===== config.mk =====
export PLATFORM = sky130hd
export DESIGN_NAME = div_cascade
export DESIGN_NICKNAME = d
export VERILOG_FILES = /design/src/rtl/div_cascade_pkg.sv /design/src/rtl/div_stage.sv /design/src/rtl/div_out_stage.sv /design/src/rtl/div_cascade.sv
export SDC_FILE = /design/constraint.sdc
export NUM_CORES = 1
export LEC_CHECK = 0
export ABC_AREA = 1
export CELL_PAD_IN_SITES_DETAIL_PLACEMENT = 1
export CELL_PAD_IN_SITES_GLOBAL_PLACEMENT = 1
export CORE_MARGIN = 1
export CORE_UTILIZATION = 45
export DETAILED_ROUTE_END_ITERATION = 8
export DONT_BUFFER_PORTS = 1
export HOLD_SLACK_MARGIN = 0.05
export PLACE_DENSITY_LB_ADDON = 0.1
export SYNTH_ARGS = -nofsm -noshare
export SYNTH_HDL_FRONTEND = slang
export SYNTH_SLANG_ARGS = --single-unit

===== constraint.sdc =====
create_clock -name clk -period 3.35 [get_ports clk]
set_input_delay 0.67 -clock clk [delete_from_list [all_inputs] [get_ports clk]]
set_output_delay 0.67 -clock clk [all_outputs]
set_load 0.005 [all_outputs]

===== src/rtl/div_cascade_pkg.sv =====
package div_cascade_pkg;

  // Ratio of one stage from its stored fields (each field is count minus one).
  function automatic int stage_ratio(input int high_f, input int low_f);
    return high_f + low_f + 2;
  endfunction

  // High length when balancing is on: floor of half the ratio.
  function automatic int balanced_high(input int ratio);
    return ratio / 2;
  endfunction

  // High length when balancing is off: the programmed high count.
  function automatic int raw_high(input int high_f);
    return high_f + 1;
  endfunction

endpackage


===== src/rtl/div_stage.sv =====
module div_stage #(
  parameter int FIELD_W = 4
) (
  input  logic               clk,
  input  logic               sync_rst,
  input  logic               adv,
  input  logic [FIELD_W-1:0] hi_f,
  input  logic [FIELD_W-1:0] lo_f,
  input  logic               bypass,
  input  logic               fix_off,
  input  logic               half_in,
  output logic [FIELD_W:0]   cnt_o,
  output logic               wrap_o,
  output logic               level_o
);
  import div_cascade_pkg::*;

  localparam int CNT_W = FIELD_W + 1;
  localparam int RW    = FIELD_W + 2;

  logic [CNT_W-1:0] cnt;
  logic [RW-1:0]    ratio;
  logic [RW-1:0]    last_pos;
  logic [RW-1:0]    knee;
  logic [RW-1:0]    cnt_ext;
  logic             at_end;
  logic             odd_tail;

  assign ratio    = RW'(stage_ratio(int'(hi_f), int'(lo_f)));
  assign last_pos = ratio - RW'(1);
  assign cnt_ext  = {1'b0, cnt};
  // Wrap on ">=" so a counter left beyond a newly shortened ratio recovers.
  assign at_end   = cnt_ext >= last_pos;

  assign knee = fix_off ? RW'(raw_high(int'(hi_f)))
                        : RW'(balanced_high(int'(ratio)));

  // Odd ratio with balancing: the position at the knee takes the upstream level.
  assign odd_tail = !fix_off && ratio[0] && (cnt_ext == knee) && half_in;

  assign level_o = !bypass && ((cnt_ext < knee) || odd_tail);
  assign wrap_o  = adv && (bypass || at_end);
  assign cnt_o   = cnt;

  always_ff @(posedge clk) begin
    if (sync_rst || bypass) begin
      cnt <= '0;
    end else if (adv) begin
      cnt <= at_end ? '0 : cnt + CNT_W'(1);
    end
  end

endmodule


===== src/rtl/div_out_stage.sv =====
module div_out_stage (
  input  logic clk,
  input  logic sync_rst,
  input  logic take_first,
  input  logic level_first,
  input  logic level_second,
  input  logic pass_clk,
  output logic q_o,
  output logic clk_out
);
  logic level_sel;
  logic div_q;

  assign level_sel = take_first ? level_first : level_second;

  always_ff @(posedge clk) begin
    if (sync_rst) begin
      div_q <= 1'b0;
    end else begin
      div_q <= level_sel;
    end
  end

  assign q_o     = div_q;
  assign clk_out = pass_clk ? clk : div_q;

endmodule


===== src/rtl/div_cascade.sv =====
module div_cascade #(
  parameter int FIELD_W = 4
) (
  input  logic               clk,
  input  logic               sync_rst,
  input  logic [FIELD_W-1:0] s1_high,
  input  logic [FIELD_W-1:0] s1_low,
  input  logic [FIELD_W-1:0] s2_high,
  input  logic [FIELD_W-1:0] s2_low,
  input  logic               s1_bypass,
  input  logic               s2_bypass,
  input  logic               duty_fix_off,
  output logic               clk_out
);
  localparam int CNT_W    = FIELD_W + 1;
  localparam int N_STAGES = 2;

  logic [FIELD_W-1:0] hi_v     [N_STAGES];
  logic [FIELD_W-1:0] lo_v     [N_STAGES];
  logic               byp_v    [N_STAGES];
  logic               adv_v    [N_STAGES];
  logic               half_v   [N_STAGES];
  logic [CNT_W-1:0]   cnt_v    [N_STAGES];
  logic               wrap_v   [N_STAGES];
  logic               level_v  [N_STAGES];

  // Named internal events for the checker.
  logic [CNT_W-1:0] s1_cnt;
  logic [CNT_W-1:0] s2_cnt;
  logic             s1_wrap;
  logic             s2_wrap;
  logic             div_q;

  assign hi_v[0]  = s1_high;
  assign hi_v[1]  = s2_high;
  assign lo_v[0]  = s1_low;
  assign lo_v[1]  = s2_low;
  assign byp_v[0] = s1_bypass;
  assign byp_v[1] = s2_bypass;

  // First stage runs every input cycle; second advances on first-stage wraps.
  assign adv_v[0]  = 1'b1;
  assign adv_v[1]  = wrap_v[0];
  assign half_v[0] = 1'b0;
  assign half_v[1] = level_v[0];

  for (genvar g = 0; g < N_STAGES; g++) begin : g_stage
    div_stage #(.FIELD_W(FIELD_W)) u_stage (
      .clk      (clk),
      .sync_rst (sync_rst),
      .adv      (adv_v[g]),
      .hi_f     (hi_v[g]),
      .lo_f     (lo_v[g]),
      .bypass   (byp_v[g]),
      .fix_off  (duty_fix_off),
      .half_in  (half_v[g]),
      .cnt_o    (cnt_v[g]),
      .wrap_o   (wrap_v[g]),
      .level_o  (level_v[g])
    );
  end

  assign s1_cnt  = cnt_v[0];
  assign s2_cnt  = cnt_v[1];
  assign s1_wrap = wrap_v[0];
  assign s2_wrap = wrap_v[1];

  div_out_stage u_out (
    .clk          (clk),
    .sync_rst     (sync_rst),
    .take_first   (s2_bypass),
    .level_first  (level_v[0]),
    .level_second (level_v[1]),
    .pass_clk     (s1_bypass && s2_bypass),
    .q_o          (div_q),
    .clk_out      (clk_out)
  );

endmodule


==> key figures <==
Synth
  – Predominant post-synthesis flop cell: dfxtp_1
  – Post-synth ARST share: 0%
  – Cell accounting for the most synthesized area: ha_1
  – Area share of xor/xnor cells in the synthesized design: between 8 and 9%
  – Mapped Nets: 302
  – Seq/Total Area, Yosys: between 10% and 20%
  – Yosys top cell area share: about 26%
  – Synth Area in Compound Gates: approximately 8.8%
  – Main combinational cell family by area after synthesis: simple AND/OR/NAND/NOR gates
  – Synth Instances: around 240
  – Cell Area, Synth: roughly 1700 um2
  – Count leader, synth: nand2_1
  – Synth unique cells: 32
  – Mux cell area share after synthesis: between 1 and 1.5%
  – Post-synth top cells: 51 x nand2_1, 35 x ha_1, 33 x inv_1
  – Post-synth EDFFs: 0
  – Most area-consuming cells after synthesis: ha_1 26%, dfxtp_1 13%, nand2_1 11%
  – Seq cells post-synth: 11
  – Synth Area in Simple Gates: between 30% and 40%
  – Yosys synthesis warning count: 0
  – Synth Area in Adders: approximately 28%
  – Avg Cell Area, Syn: 6.96 um2

Cells and area
  – NumNets Final: around 310
  – Antenna diodes: 0
  – Proportion of layout cells with a drive suffix above 1: approximately 13%
  – Fillers: around 500
  – Final Cell Area: roughly 1900 um2
  – Core Util, Final: between 50% and 60%
  – Synth-to-layout area growth: 9.58%

Job
  – Max-cap violations: 0

Pwr
  – Final Total Pwr: 669 uW
  – LEAKAGE: 0.000965 uW
  – Maximum vdd drop: around 0.29 mV
  – Total power divided by cell area: around 360 nW/um2

Critical path
  – Crit-path cells: ha_1 > fa_1 > xnor2_1 > inv_1 > ha_1 > or2_1 > nand2_1 > inv_2 > o21ai_0 > ha_1 > nand3_1 > inv_1 > a2111oi_0 > o21ai_0 > nand2_1
  – Data required, critical path: between 3000 and 4000 ps
  – CP max stage delay: approximately 420 ps
  – Worst setup path class: input pin to register
  – Crit path DAT: around 3300 ps
  – Startpoint class of the critical path: input pin
  – Critical path peak fanout: 4
  – Most Frequent Cell on Critical Path: ha_1
  – Critical Path Slowest Stage Cell: fa_1
  – Crit path capture type: register

Detailed routing
  – Vias: 1,539
  – Pre-Repair DR Iteration Count: 4
  – WL final: 3830 um
  – Vias per cell: slightly above 5
  – DRC Markers: 0
  – WL/cell: 12.8 um
  – Initial DRC Count: 28
  – DRT antenna net count: 0

Floorplan
  – Core region area: roughly 3500 um2
  – Row cnt: 21
  – Die ar.: just over 4000 um2
  – Initial Util: between 40% and 50%
  – Die X: 63.4 um
  – Die height: ~63 um
  – Top Ports: 22

Clocking
  – Post-CTS Setup Inserts: 0
  – Clock transition at path regs: 50 ps
  – Worst-Skew Late Latency: roughly 340 ps
  – CTS tree: built
  – Cts hold-fix bufs: 0
  – CTS resizes: 0

STA
  – Min Tclk post-route: about 3000 ps
  – Setup violations, final: 0
  – Max Clock Skew: 1.62 ps
  – Peak Freq: around 330 MHz
  – RSZ-0062 raised after global routing: false
  – Worst slew margin: between 80 and 90%
  – Final hold vios: 0
  – Slew Viols, Final: 0
  – Final period util: 89.3%
  – Tightest Pin Transition: about 290 ps

Placed design
  – DP Area: 1770 um2
  – PortBufs: 0
  – GP Congestion: between 0.7 and 0.8
  – Detailed Place HPWL: about 3300 um

Global routing
  – First-pass GRT wire length: about 7000 um
  – Number of global-route vias before repair: 1,610
  – Initial antenna violation count: 0
  – Global Route Usage Sum: 21.7%
  – Grt ovf: 0
  – Pin count of the biggest net entering global routing: 14

Run status
  – Outcome: finished clean

Hold path
  – Min-Delay Path Class: register to register
-- final cells by class --
| class | instances | area [um2] | share of cell area [%] |
|---|---|---|---|
| Tap cell | 46 | 57.6 | 3.09 |
| Sequential cell | 11 | 220 | 11.8 |
| Clock buffer | 7 | 86.3 | 4.64 |
| Timing Repair Buffer | 3 | 22.5 | 1.21 |
| Inverter | 36 | 135 | 7.26 |
| Multi-Input combinational cell | 196 | 1340 | 72.0 |
-- metal layers --
metal | vias to the layer above | routed length [um] | GRT usage [%]
met2 | 6 | 1990 | 38.6
met1 | 713 | 1790 | 25.8
li1 | 818 | - | -
met5 | - | 0 | 0
met3 | 2 | 29 | 4.17
met4 | 0 | 17 | 6.82
-- flip-flops by register name (all words and copies together) (netlist names) --
name	flops
g_stage.u_stage.cnt_o	10
u_out.q_o	1
-- placed cells by master (no fill, tap or decap), types with 6 or more instances in the layout --
cell type / n
xor2_1: 8
nor2_1: 18
nand3_1: 25
ha_1: 35
inv_1: 33
dfxtp_1: 11
clkbuf_8: 6
nand2_1: 51
o21ai_0: 9
nand2_2: 6
a21oi_1: 12
-- path summary, 6_finish.rpt --
| kind | start | endpoint | slack, ps | depth (start not counted) |
|---|---|---|---|---|
| setup / recovery | s2_high[0] | u_out.q_o | 360 | 15 |
| setup reg to reg | g_stage[1].u_stage.cnt_o[0] | g_stage[1].u_stage.cnt_o[2] | 1620 | 15 |
| hold / removal | g_stage[0].u_stage.cnt_o[0] | g_stage[0].u_stage.cnt_o[0] | 460 | 1 |
| hold reg to reg | g_stage[0].u_stage.cnt_o[0] | g_stage[0].u_stage.cnt_o[0] | 460 | 1 |
-- worst max-delay path, delay by kind of cell --
family | cells | cell delay, ps
adders and majority gates | 4 | 1130
xor gates and xnor gates | 1 | 210
buffers and inverters | 3 | 150
and+or+nand+nor | 4 | 460
AOI/OAI and AO/OA | 3 | 640
-- kinds of logic (layout without fill, tap and decap cells) --
family          count (synthesis)  in the layout
xor+xnor                       15             15
flops                          11             11
mux                             2              2
simple gates                  115            115
compound gates                 27             27
buf+inv                        37             46
fa+ha+maj                      37             37
-- report_power, final --
| group | leakage, uW | internal (uW) | switching, uW | total, uW |
|---|---|---|---|---|
| Sequential | 0.0000894 | 136 | 3.99 | 140 |
| Clock | 0.0000507 | 162 | 70.5 | 232 |
| Combinational | 0.000825 | 124 | 173 | 297 |
| Total | 0.000965 | 421 | 248 | 669 |
-- per-stage QoR --
| stage | instances | hold slack [ps] | setup WS (ps) | setup TNS (ps) |
|---|---|---|---|---|
| detailed placement | 292 | 447 | -21.0 | -21.0 |
| global placement | 292 | 446 | 38.4 | 0 |
| finish | 299 | 455 | 358 | 0 |
| CTS | 299 | 459 | 341 | 0 |
| global route | 299 | 500 | 68.9 | 0 |
| floorplan | 244 | 430 | 219 | 0 |
Note: power is estimated with default switching activity, not from simulation.
